--- src/rtl/fevt_pkg.sv ---
package fevt_pkg;
  localparam int OFS_W = 6;
  localparam int REG_W = 32;
  localparam int EVT_N = 4;
  localparam int STS_W = EVT_N + 1;
  localparam int OFS_STS_I   = 0;
  localparam int OFS_CTL_I   = 4;
  localparam int OFS_MDATA_I = 8;
  localparam int OFS_MADDR_I = 12;
endpackage

--- src/rtl/fevt_regs.sv ---
module fevt_regs #(
  parameter int OFS_W = fevt_pkg::OFS_W,
  parameter int REG_W = fevt_pkg::REG_W,
  parameter int STS_W = fevt_pkg::STS_W
) (
  input  logic             clk,
  input  logic             rst,
  input  logic             wr_en,
  input  logic [OFS_W-1:0] wr_ofs,
  input  logic [REG_W-1:0] wr_data,
  input  logic [OFS_W-1:0] rd_ofs,
  input  logic [STS_W-1:0] sts,
  input  logic             pend,
  output logic             mask_q,
  output logic             mask_nxt,
  output logic [REG_W-1:0] maddr_q,
  output logic [REG_W-1:0] mdata_q,
  output logic [REG_W-1:0] rd_data
);
  localparam logic [OFS_W-1:0] O_STS   = OFS_W'(fevt_pkg::OFS_STS_I);
  localparam logic [OFS_W-1:0] O_CTL   = OFS_W'(fevt_pkg::OFS_CTL_I);
  localparam logic [OFS_W-1:0] O_MDATA = OFS_W'(fevt_pkg::OFS_MDATA_I);
  localparam logic [OFS_W-1:0] O_MADDR = OFS_W'(fevt_pkg::OFS_MADDR_I);
  localparam int RSV_CTL = REG_W - 2;
  localparam int RSV_STS = REG_W - STS_W;

  logic [REG_W-1:0] rd_mux;

  // mask next-state is exported so the message stage reacts at the same edge
  always_comb begin
    mask_nxt = mask_q;
    if (wr_en && wr_ofs == O_CTL) mask_nxt = wr_data[REG_W-1];
  end

  always_ff @(posedge clk) begin
    if (rst) begin
      mask_q  <= 1'b1;
      maddr_q <= '0;
      mdata_q <= '0;
    end else begin
      mask_q <= mask_nxt;
      if (wr_en && wr_ofs == O_MADDR) maddr_q <= wr_data;
      if (wr_en && wr_ofs == O_MDATA) mdata_q <= wr_data;
    end
  end

  always_comb begin
    unique case (rd_ofs)
      O_STS:   rd_mux = {{RSV_STS{1'b0}}, sts};
      O_CTL:   rd_mux = {mask_q, pend, {RSV_CTL{1'b0}}};
      O_MDATA: rd_mux = mdata_q;
      O_MADDR: rd_mux = maddr_q;
      default: rd_mux = '0;
    endcase
  end

  always_ff @(posedge clk) begin
    if (rst) rd_data <= '0;
    else     rd_data <= rd_mux;
  end
endmodule

--- src/rtl/fevt_status.sv ---
module fevt_status #(
  parameter int EVT_N = fevt_pkg::EVT_N,
  parameter int STS_W = EVT_N + 1
) (
  input  logic             clk,
  input  logic             rst,
  input  logic             rec_any,
  input  logic [EVT_N-1:0] evt_pulse,
  input  logic             clr_en,
  input  logic [EVT_N-1:0] clr_bits,
  output logic [STS_W-1:0] sts,
  output logic             sts_nxt_zero,
  output logic             new_cond
);
  logic             rec_q;
  logic [EVT_N-1:0] evt_q;
  logic [EVT_N-1:0] evt_d;

  // one sticky write-one-to-clear bit per event source; set wins over clear
  for (genvar k = 0; k < EVT_N; k++) begin : g_sticky
    always_comb evt_d[k] = evt_pulse[k] | (evt_q[k] & ~(clr_en & clr_bits[k]));
    always_ff @(posedge clk) begin
      if (rst) evt_q[k] <= 1'b0;
      else     evt_q[k] <= evt_d[k];
    end
  end

  always_ff @(posedge clk) begin
    if (rst) rec_q <= 1'b0;
    else     rec_q <= rec_any;
  end

  assign sts          = {evt_q, rec_q};
  assign sts_nxt_zero = ~(|evt_d) & ~rec_any;
  assign new_cond     = ((|evt_pulse) | (rec_any & ~rec_q)) & ~(|sts);
endmodule

--- src/rtl/fevt_msg.sv ---
module fevt_msg #(
  parameter int REG_W = fevt_pkg::REG_W
) (
  input  logic             clk,
  input  logic             rst,
  input  logic             new_cond,
  input  logic             sts_nxt_zero,
  input  logic             mask_nxt,
  input  logic [REG_W-1:0] maddr,
  input  logic [REG_W-1:0] mdata,
  input  logic             msg_ready,
  output logic             pend_q,
  output logic             msg_valid,
  output logic [REG_W-1:0] msg_addr,
  output logic [REG_W-1:0] msg_data
);
  logic fire;
  logic pend_d;
  logic valid_d;

  assign fire = msg_valid & msg_ready;

  always_comb begin
    if (new_cond)                  pend_d = 1'b1;
    else if (fire || sts_nxt_zero) pend_d = 1'b0;
    else                           pend_d = pend_q;
    valid_d = pend_d & ~mask_nxt;
  end

  always_ff @(posedge clk) begin
    if (rst) begin
      pend_q    <= 1'b0;
      msg_valid <= 1'b0;
      msg_addr  <= '0;
      msg_data  <= '0;
    end else begin
      pend_q    <= pend_d;
      msg_valid <= valid_d;
      // payload tracks the programmed words until offered, then freezes
      if (!msg_valid) begin
        msg_addr <= maddr;
        msg_data <= mdata;
      end
    end
  end
endmodule

--- src/rtl/fault_evt_irq.sv ---
module fault_evt_irq #(
  parameter int OFS_W = fevt_pkg::OFS_W,
  parameter int REG_W = fevt_pkg::REG_W,
  parameter int EVT_N = fevt_pkg::EVT_N
) (
  input  logic             clk,
  input  logic             rst,
  input  logic             reg_wr_en,
  input  logic [OFS_W-1:0] reg_wr_ofs,
  input  logic [REG_W-1:0] reg_wr_data,
  input  logic [OFS_W-1:0] reg_rd_ofs,
  output logic [REG_W-1:0] reg_rd_data,
  input  logic             rec_flt_any,
  input  logic [EVT_N-1:0] evt_pulse,
  output logic             msg_valid,
  input  logic             msg_ready,
  output logic [REG_W-1:0] msg_addr,
  output logic [REG_W-1:0] msg_data
);
  localparam int STS_W = EVT_N + 1;
  localparam logic [OFS_W-1:0] O_STS = OFS_W'(fevt_pkg::OFS_STS_I);

  logic [STS_W-1:0] sts_q;
  logic             sts_nxt_zero;
  logic             new_cond;
  logic             mask_q;
  logic             mask_nxt;
  logic             pend_q;
  logic [REG_W-1:0] maddr_q;
  logic [REG_W-1:0] mdata_q;
  logic             clr_en;

  assign clr_en = reg_wr_en && (reg_wr_ofs == O_STS);

  fevt_status #(.EVT_N(EVT_N), .STS_W(STS_W)) u_status (
    .clk(clk), .rst(rst), .rec_any(rec_flt_any), .evt_pulse(evt_pulse),
    .clr_en(clr_en), .clr_bits(reg_wr_data[STS_W-1:1]),
    .sts(sts_q), .sts_nxt_zero(sts_nxt_zero), .new_cond(new_cond)
  );

  fevt_regs #(.OFS_W(OFS_W), .REG_W(REG_W), .STS_W(STS_W)) u_regs (
    .clk(clk), .rst(rst), .wr_en(reg_wr_en), .wr_ofs(reg_wr_ofs),
    .wr_data(reg_wr_data), .rd_ofs(reg_rd_ofs), .sts(sts_q), .pend(pend_q),
    .mask_q(mask_q), .mask_nxt(mask_nxt), .maddr_q(maddr_q),
    .mdata_q(mdata_q), .rd_data(reg_rd_data)
  );

  fevt_msg #(.REG_W(REG_W)) u_msg (
    .clk(clk), .rst(rst), .new_cond(new_cond), .sts_nxt_zero(sts_nxt_zero),
    .mask_nxt(mask_nxt), .maddr(maddr_q), .mdata(mdata_q),
    .msg_ready(msg_ready), .pend_q(pend_q), .msg_valid(msg_valid),
    .msg_addr(msg_addr), .msg_data(msg_data)
  );
endmodule

--- config.mk ---
export PLATFORM = sky130hd
export DESIGN_NAME = fault_evt_irq
export DESIGN_NICKNAME = d
export VERILOG_FILES = /design/src/rtl/fevt_pkg.sv /design/src/rtl/fevt_regs.sv /design/src/rtl/fevt_status.sv /design/src/rtl/fevt_msg.sv /design/src/rtl/fault_evt_irq.sv
export SDC_FILE = /design/constraint.sdc
export NUM_CORES = 1
export LEC_CHECK = 0
export BUFFER_PORTS_ARGS = -buffer_cell sky130_fd_sc_hd__buf_2
export CORE_UTILIZATION = 40
export CTS_CLUSTER_SIZE = 24
export DETAILED_ROUTE_END_ITERATION = 10
export PLACE_DENSITY = 0.69
export SETUP_SLACK_MARGIN = 0.3
export SLEW_MARGIN = 5
export SYNTH_ARGS = -nofsm -noshare
export SYNTH_HDL_FRONTEND = slang
export SYNTH_SLANG_ARGS = --single-unit
--- constraint.sdc ---
create_clock -name clk -period 3.75 [get_ports clk]
set_input_delay 0.5625 -clock clk [delete_from_list [all_inputs] [get_ports clk]]
set_output_delay 0.5625 -clock clk [all_outputs]
set_load 0.05 [all_outputs]
# Word level (Yosys, flattened, before mapping)
# Cells that the tools add are included.
[classes]
addsub = 0
multipliers = 0
div = 0
magnitude_cmp = 0
eq_ne = 6
n_shift = 0
n_mux = 4
bitwise_logic = 27
n_reduce_logical = 10
[ops]
columns = ["op", "count"]
rows = [
  ["case mux 32 bit (4 select lines)", 1],
  ["== test 6 x 4 -> 1 bit, second input constant", 4],
  ["bitwise AND 1 bit", 13],
  ["== test 6 x 3 -> 1 bit, second input constant", 2],
  ["zero test 6 bit", 2],
  ["NOT 1 bit", 9],
  ["OR reduction 4 bit", 2],
  ["OR 1 bit", 5],
  ["OR reduction 5 bit", 1],
  ["logical AND 1 bit", 4],
  ["2-to-1 mux 1 bit", 3],
  ["logical OR 1 bit", 1],
]
[word_totals]
register_bits = 168
latch_bits = 0
mem_bits_rw = 0
romBits = 0
in_bits = 53
out_inout_bits = 97
elab_cells = 60
mem_count = 0

# Longest topological paths before layout
[logic_depth]
word_depth = 13
depth_mapped = 7
depth_no_buf = 4

# By module
# A second synthesis with hierarchy kept.
[unflattened]
hier_cells = 641
hier_area_um2 = 6735.2
[modules_own_cells]
columns = ["mod", "instances", "cells_each", "area_per_inst_um2", "seq_area_each_um2"]
rows = [
  ["fevt_regs", 1, 401, 4135.2, 1941.9],
  ["fevt_msg", 1, 213, 2373.5, 1321.3],
  ["fevt_status", 1, 25, 203.9, 100.1],
  ["fault_evt_irq", 1, 2, 22.5, 0.0],
]

# Least setup slack after synthesis
# Ideal clock, no wire load.
[synth_timing]
path_type = "input -> register"
start = "input reg_rd_ofs[3]"
end = "register u_regs.rd_data[10]"
setup_ns = 0.117
arrival_time_ns = 1.606
required_time_ns = 3.633
slack_ns = 2.027
cell_stages = 7
path_buffers = 3
path_cell_list = "buf_2 and2_0 nor2b_1 buf_4 buf_4 a22oi_1 nor2_1"
[synth_via]
elab_chain_len = 2
word_cells_on_any_way = 5
classes_between = "eq/ne: 3; mux: 1; reduce/logical: 1"
[synth_lines]
columns = ["element", "line", "source"]
rows = [
  ["start, declared", "fault_evt_irq.sv:11", "input logic [OFS_W-1:0] reg_rd_ofs,"],
  ["== test 6 x 4 -> 1 bit (tied with other cells)", "fevt_regs.sv:48", "unique case (rd_ofs)"],
  ["case mux 32 bit (4 select lines) (*)", "fevt_regs.sv:48", ""],
  ["end signal, assigned", "fevt_regs.sv:59", "else rd_data <= rd_mux;"],
  ["end, declared", "fevt_regs.sv:18", "output logic [REG_W-1:0] rd_data"],
]
# Mark *: on every way between the ends. The rest lies on a longest branch, timed or not.
# A chain may end at the register's enable or synchronous reset.

# Worst setup path after layout
[layout_timing]
start = "register u_msg.msg_valid"
end = "output msg_valid"
[layout_lines]
columns = ["element", "line", "source"]
rows = [
  ["start, declared", "fevt_msg.sv:13", "output logic msg_valid,"],
  ["start signal, assigned", "fevt_msg.sv:38", "msg_valid <= valid_d;"],
  ["end, declared", "fault_evt_irq.sv:15", "output logic msg_valid,"],
]
# No word-level cell between the ends.

==> flow_summary.rst <==
.. list-table::
   :header-rows: 1

   * - Metric
     - Value
   * - Outcome
     - finished with violations
   * - Violations in the final reports
     - DRC
   * - Max H-tree Level
     - 4
   * - Post-layout util
     - 0.5103
   * - Type of the worst setup path
     - flop to output port
   * - Starting density of the core
     - 0.4123
   * - Hold wc startpoint
     - evt_pulse[0]
   * - First-pass GRT wire length
     - 24200 microns
   * - Dominant combinational cell family by area after synthesis
     - simple AND/OR/NAND/NOR gates
   * - Multiplexer fraction of the synthesized cell area
     - 0.1181
   * - Min cycle time layout
     - 2.193 ns
   * - Number of diodes
     - 0
   * - Highest cell delay on the worst timing path
     - approximately 0.80 ns
   * - Critical Path Fanout Max
     - 39
   * - Number of antenna violations at the first check in global routing
     - 0
   * - Top cells by area, synth
     - dfxtp_1 (56%), mux2i_1 (11%), nand2_1 (8.1%), nor2_1 (6.9%), a21oi_1 (6.0%)
   * - Synthesized-area fraction occupied by xor and xnor cells
     - 0
   * - Internal power contribution
     - 3038 uW
   * - Sequential group share of total power
     - 0.475
   * - Number of stages on the worst hold path
     - 3
   * - Buffers from clock root to sink, at most
     - 2
   * - Remaining design rule violation count
     - 20
   * - Cell with the biggest individual delay on the critical path
     - dfxtp_4
   * - CTS clk-pin slew, worst paths
     - roughly 0.06 ns
   * - 1st-iter DRT viols
     - 449
   * - First-pass detailed-route iteration total
     - 8
   * - Overflow left after global routing
     - 0
   * - Cell family with the largest share of critical-path delay
     - flip-flops
   * - Cell count of the worst reg-to-reg path
     - 3
   * - Most common cell after layout, fill and taps aside
     - dfxtp_1
   * - Number of buffer and inverter stages on the critical path
     - 1
   * - Part of the cycle the worst path needs
     - 0.5847
   * - Switch share
     - 0.1985
   * - Detail Placement HPWL
     - 9725 microns
   * - Number of synthesized flops with an enable pin
     - 0
   * - Terminating pin of the worst hold path
     - u_status.sts[1]
   * - Die Footprint
     - 15590 sq um
   * - Library cell with the largest summed area after synthesis
     - dfxtp_1
   * - Count of different cell masters after synthesis
     - 34
   * - Number of nets with antenna violations after detailed routing
     - 0
   * - Routed length per placed instance
     - around 15 microns
   * - Number of standard cells after synthesis
     - 662
   * - Highest Clock Rate
     - 456.1 MHz
   * - Worst Path Required
     - 3.19 ns
   * - Fraction of layout instances using a drive strength above 1
     - 0.2409
   * - Cell breakdown of the critical path
     - buf_2
   * - Type of element launching the critical path
     - flop
   * - Yosys top cell area share
     - 0.5570
   * - Slew Limit Fails
     - 0
   * - Clk_lat worst skew
     - 0.43 ns
   * - Post-synthesis area per instance
     - 9.121 sq um
   * - Largest voltage drop on the vdd net
     - 0.2929 mV
   * - GRT Util Overall
     - 0.1996
   * - Fraction of the yosys area taken by sequential cells
     - 0.5570
   * - Most used flip-flop cell after synthesis
     - dfxtp_1
   * - Horizontal die dimension
     - 124.9 microns
   * - Flop2flop setup slack
     - 1.94 ns
   * - Number of post-CTS setup repair buffers
     - 0
   * - Filler instances
     - ~1400
   * - Class of the tightest hold or removal check
     - input port to flop
   * - Critical Path Sink Type
     - output port
   * - Post-synthesis simple-gate area fraction
     - 0.1778
   * - Total nets after synthesis
     - roughly 720
   * - Routability congestion estimate from global placement
     - 0.7792
   * - Final #Nets
     - about 840
   * - Synthesized flop and latch total
     - 168
   * - CTS sink count
     - 168
   * - Clk network pwr share
     - 0.494
   * - Adder-cell share of the synthesized area
     - 0
   * - Endpoints failing setup
     - 0
   * - Final total negative setup slack
     - 0 ns
   * - Overall die height
     - roughly 120 microns
   * - Leak
     - a little under 0.003 uW
   * - Number of hold-slack violations in the final timing report
     - 0
   * - Clock skew after layout
     - 0.005933 ns
   * - Floorplan core area
     - 14640 sq um
   * - Crit path arrival time
     - 1.63 ns
   * - Least-Margin Pin Slew
     - approximately 1.2 ns
   * - Most used cells in the layout excluding fill and tap cells
     - dfxtp_1 (167), buf_2 (148), nand2_1 (130), nor2_1 (111), a21oi_1 (72)
   * - Synth Area in Compound Gates
     - 0.1026
   * - Number of instances resized during post-cts repair
     - 0
   * - Largest net degree at the start of global routing
     - 76
   * - Area growth from synthesis to layout
     - 23.75%
   * - Worst flop-to-flop path startpoint
     - u_msg.msg_valid
   * - Mapped cell area
     - roughly 6000 sq um
   * - Total CTS buffers
     - 17
   * - Top-level I/O count
     - 150
   * - Cell at the root of the clock tree
     - clkbuf_16
   * - RSZ-0062 raised after global routing
     - no
   * - Yosys warning total
     - 0
   * - Part of the power in combinational logic
     - 0.031
   * - Net Switching
     - 752.3 uW
   * - Total detailed-routing wirelength
     - 15060 microns
   * - P per Cell Area
     - 507.2 nW/um^2
   * - Via count of the first global-routing pass
     - 4694
   * - Total of buffers placed on input and output ports
     - 149
   * - Reg2reg end
     - u_msg.msg_addr[19]
   * - Cell row count
     - between 40 and 50
   * - Post-DR vias/cell
     - 5.006
   * - Fraction of registers with async set or reset after synthesis
     - 0
   * - Number of maximum-capacitance violations
     - 0
   * - Overall via count from detail_route
     - 4931
   * - Relative slew slack
     - 0.2240
   * - Hold bufs inserted after CTS
     - 0
   * - CTS tree
     - yes
-- tightest hold or removal path: cells and delay by family --
family,cells,cell delay [ns]
buf+inv,1,0.09
simple gates,2,0.11
-- final cells by class --
cell class                      instances  area (sq um)  share of cell area
Timing Repair Buffer                  158         815.8              0.1092
Sequential cell                       168          3367              0.4506
Clock inverter                          9         172.7             0.02311
Tap cell                              184         230.2             0.03081
Inverter                                4         15.01            0.002009
Clock buffer                           21         460.4             0.06162
Multi-Input combinational cell        441          2411              0.3227
-- routing by layer --
| metal | global-route usage | up-vias | wire length, microns |
|---|---|---|---|
| li1 | - | 2458 | - |
| met1 | 0.2585 | 2282 | 6940 |
| met2 | 0.3163 | 174 | 6847 |
| met3 | 0.05799 | 17 | 1088 |
| met4 | 0.07102 | 0 | 187 |
| met5 | 0 | - | 0 |
-- per-stage QoR --
stage	area (sq um)	hold WS [ns]	instances	setup WS, ns	total power, uW
floorplan	6038	0.4452	662	2.027	1901
global placement	6839	0.4625	955	1.327	1955
detailed placement	6839	0.4673	955	1.302	1955
CTS	7472	0.3597	985	1.529	3824
global route	7472	0.3669	985	1.497	3911
finish	7472	0.3762	985	1.557	3790
-- logic make-up (layout without fill, tap and decap cells) --
family	count (synthesis)	after routing
multiplexers	71	71
AND/OR/NAND/NOR	263	263
AO/OA/AOI/OAI	107	107
flip-flops	168	168
buffers and inverters	53	192
-- cell usage after synthesis, types with 3 or more instances --
master / count
dfxtp_1: 168
nand2_1: 130
nor2_1: 111
a21oi_1: 72
mux2i_1: 69
a22oi_1: 27
clkbuf_1: 21
buf_2: 14
buf_4: 8
inv_1: 4
buf_1: 3
buf_6: 3
nor2b_1: 3
nor4_1: 3
-- worst max path at each step --
| stage | end | slack (ns) | cells past startpoint | start |
|---|---|---|---|---|
| 2_1_floorplan | u_regs.rd_data[10] | 2.03 | 7 | reg_rd_ofs[3] |
| 3_3_place_gp | u_regs.rd_data[6] | 1.33 | 3 | rst |
| 3_5_place_dp | u_regs.rd_data[28] | 1.30 | 3 | rst |
| 4_1_cts | msg_valid | 1.53 | 1 | u_msg.msg_valid |
| 5_1_grt | msg_valid | 1.50 | 1 | u_msg.msg_valid |
| 6_report | msg_valid | 1.56 | 1 | u_msg.msg_valid |
-- power groups by stage --
stage	Sequential, uW	Combinational [uW]	Clock (uW)
after floorplan	1840	56.4	0
after global placement	1840	115	0
after detailed placement	1840	115	0
after CTS	1800	115	1910
after global routing	1800	126	1980
final	1800	116	1870
-- flip-flops by register name (all words and copies together) (netlist names) --
| register | count |
|---|---|
| u_msg.msg_addr | 32 |
| u_msg.msg_data | 32 |
| u_regs.maddr_q | 32 |
| u_regs.mdata_q | 32 |
| u_regs.rd_data | 32 |
| u_status.sts | 4 |
| u_msg.msg_valid | 1 |
| u_msg.pend_q | 1 |
| u_regs.mask_q | 1 |
| u_status.rec_q | 1 |
Note: power is estimated with default switching activity, not from simulation.
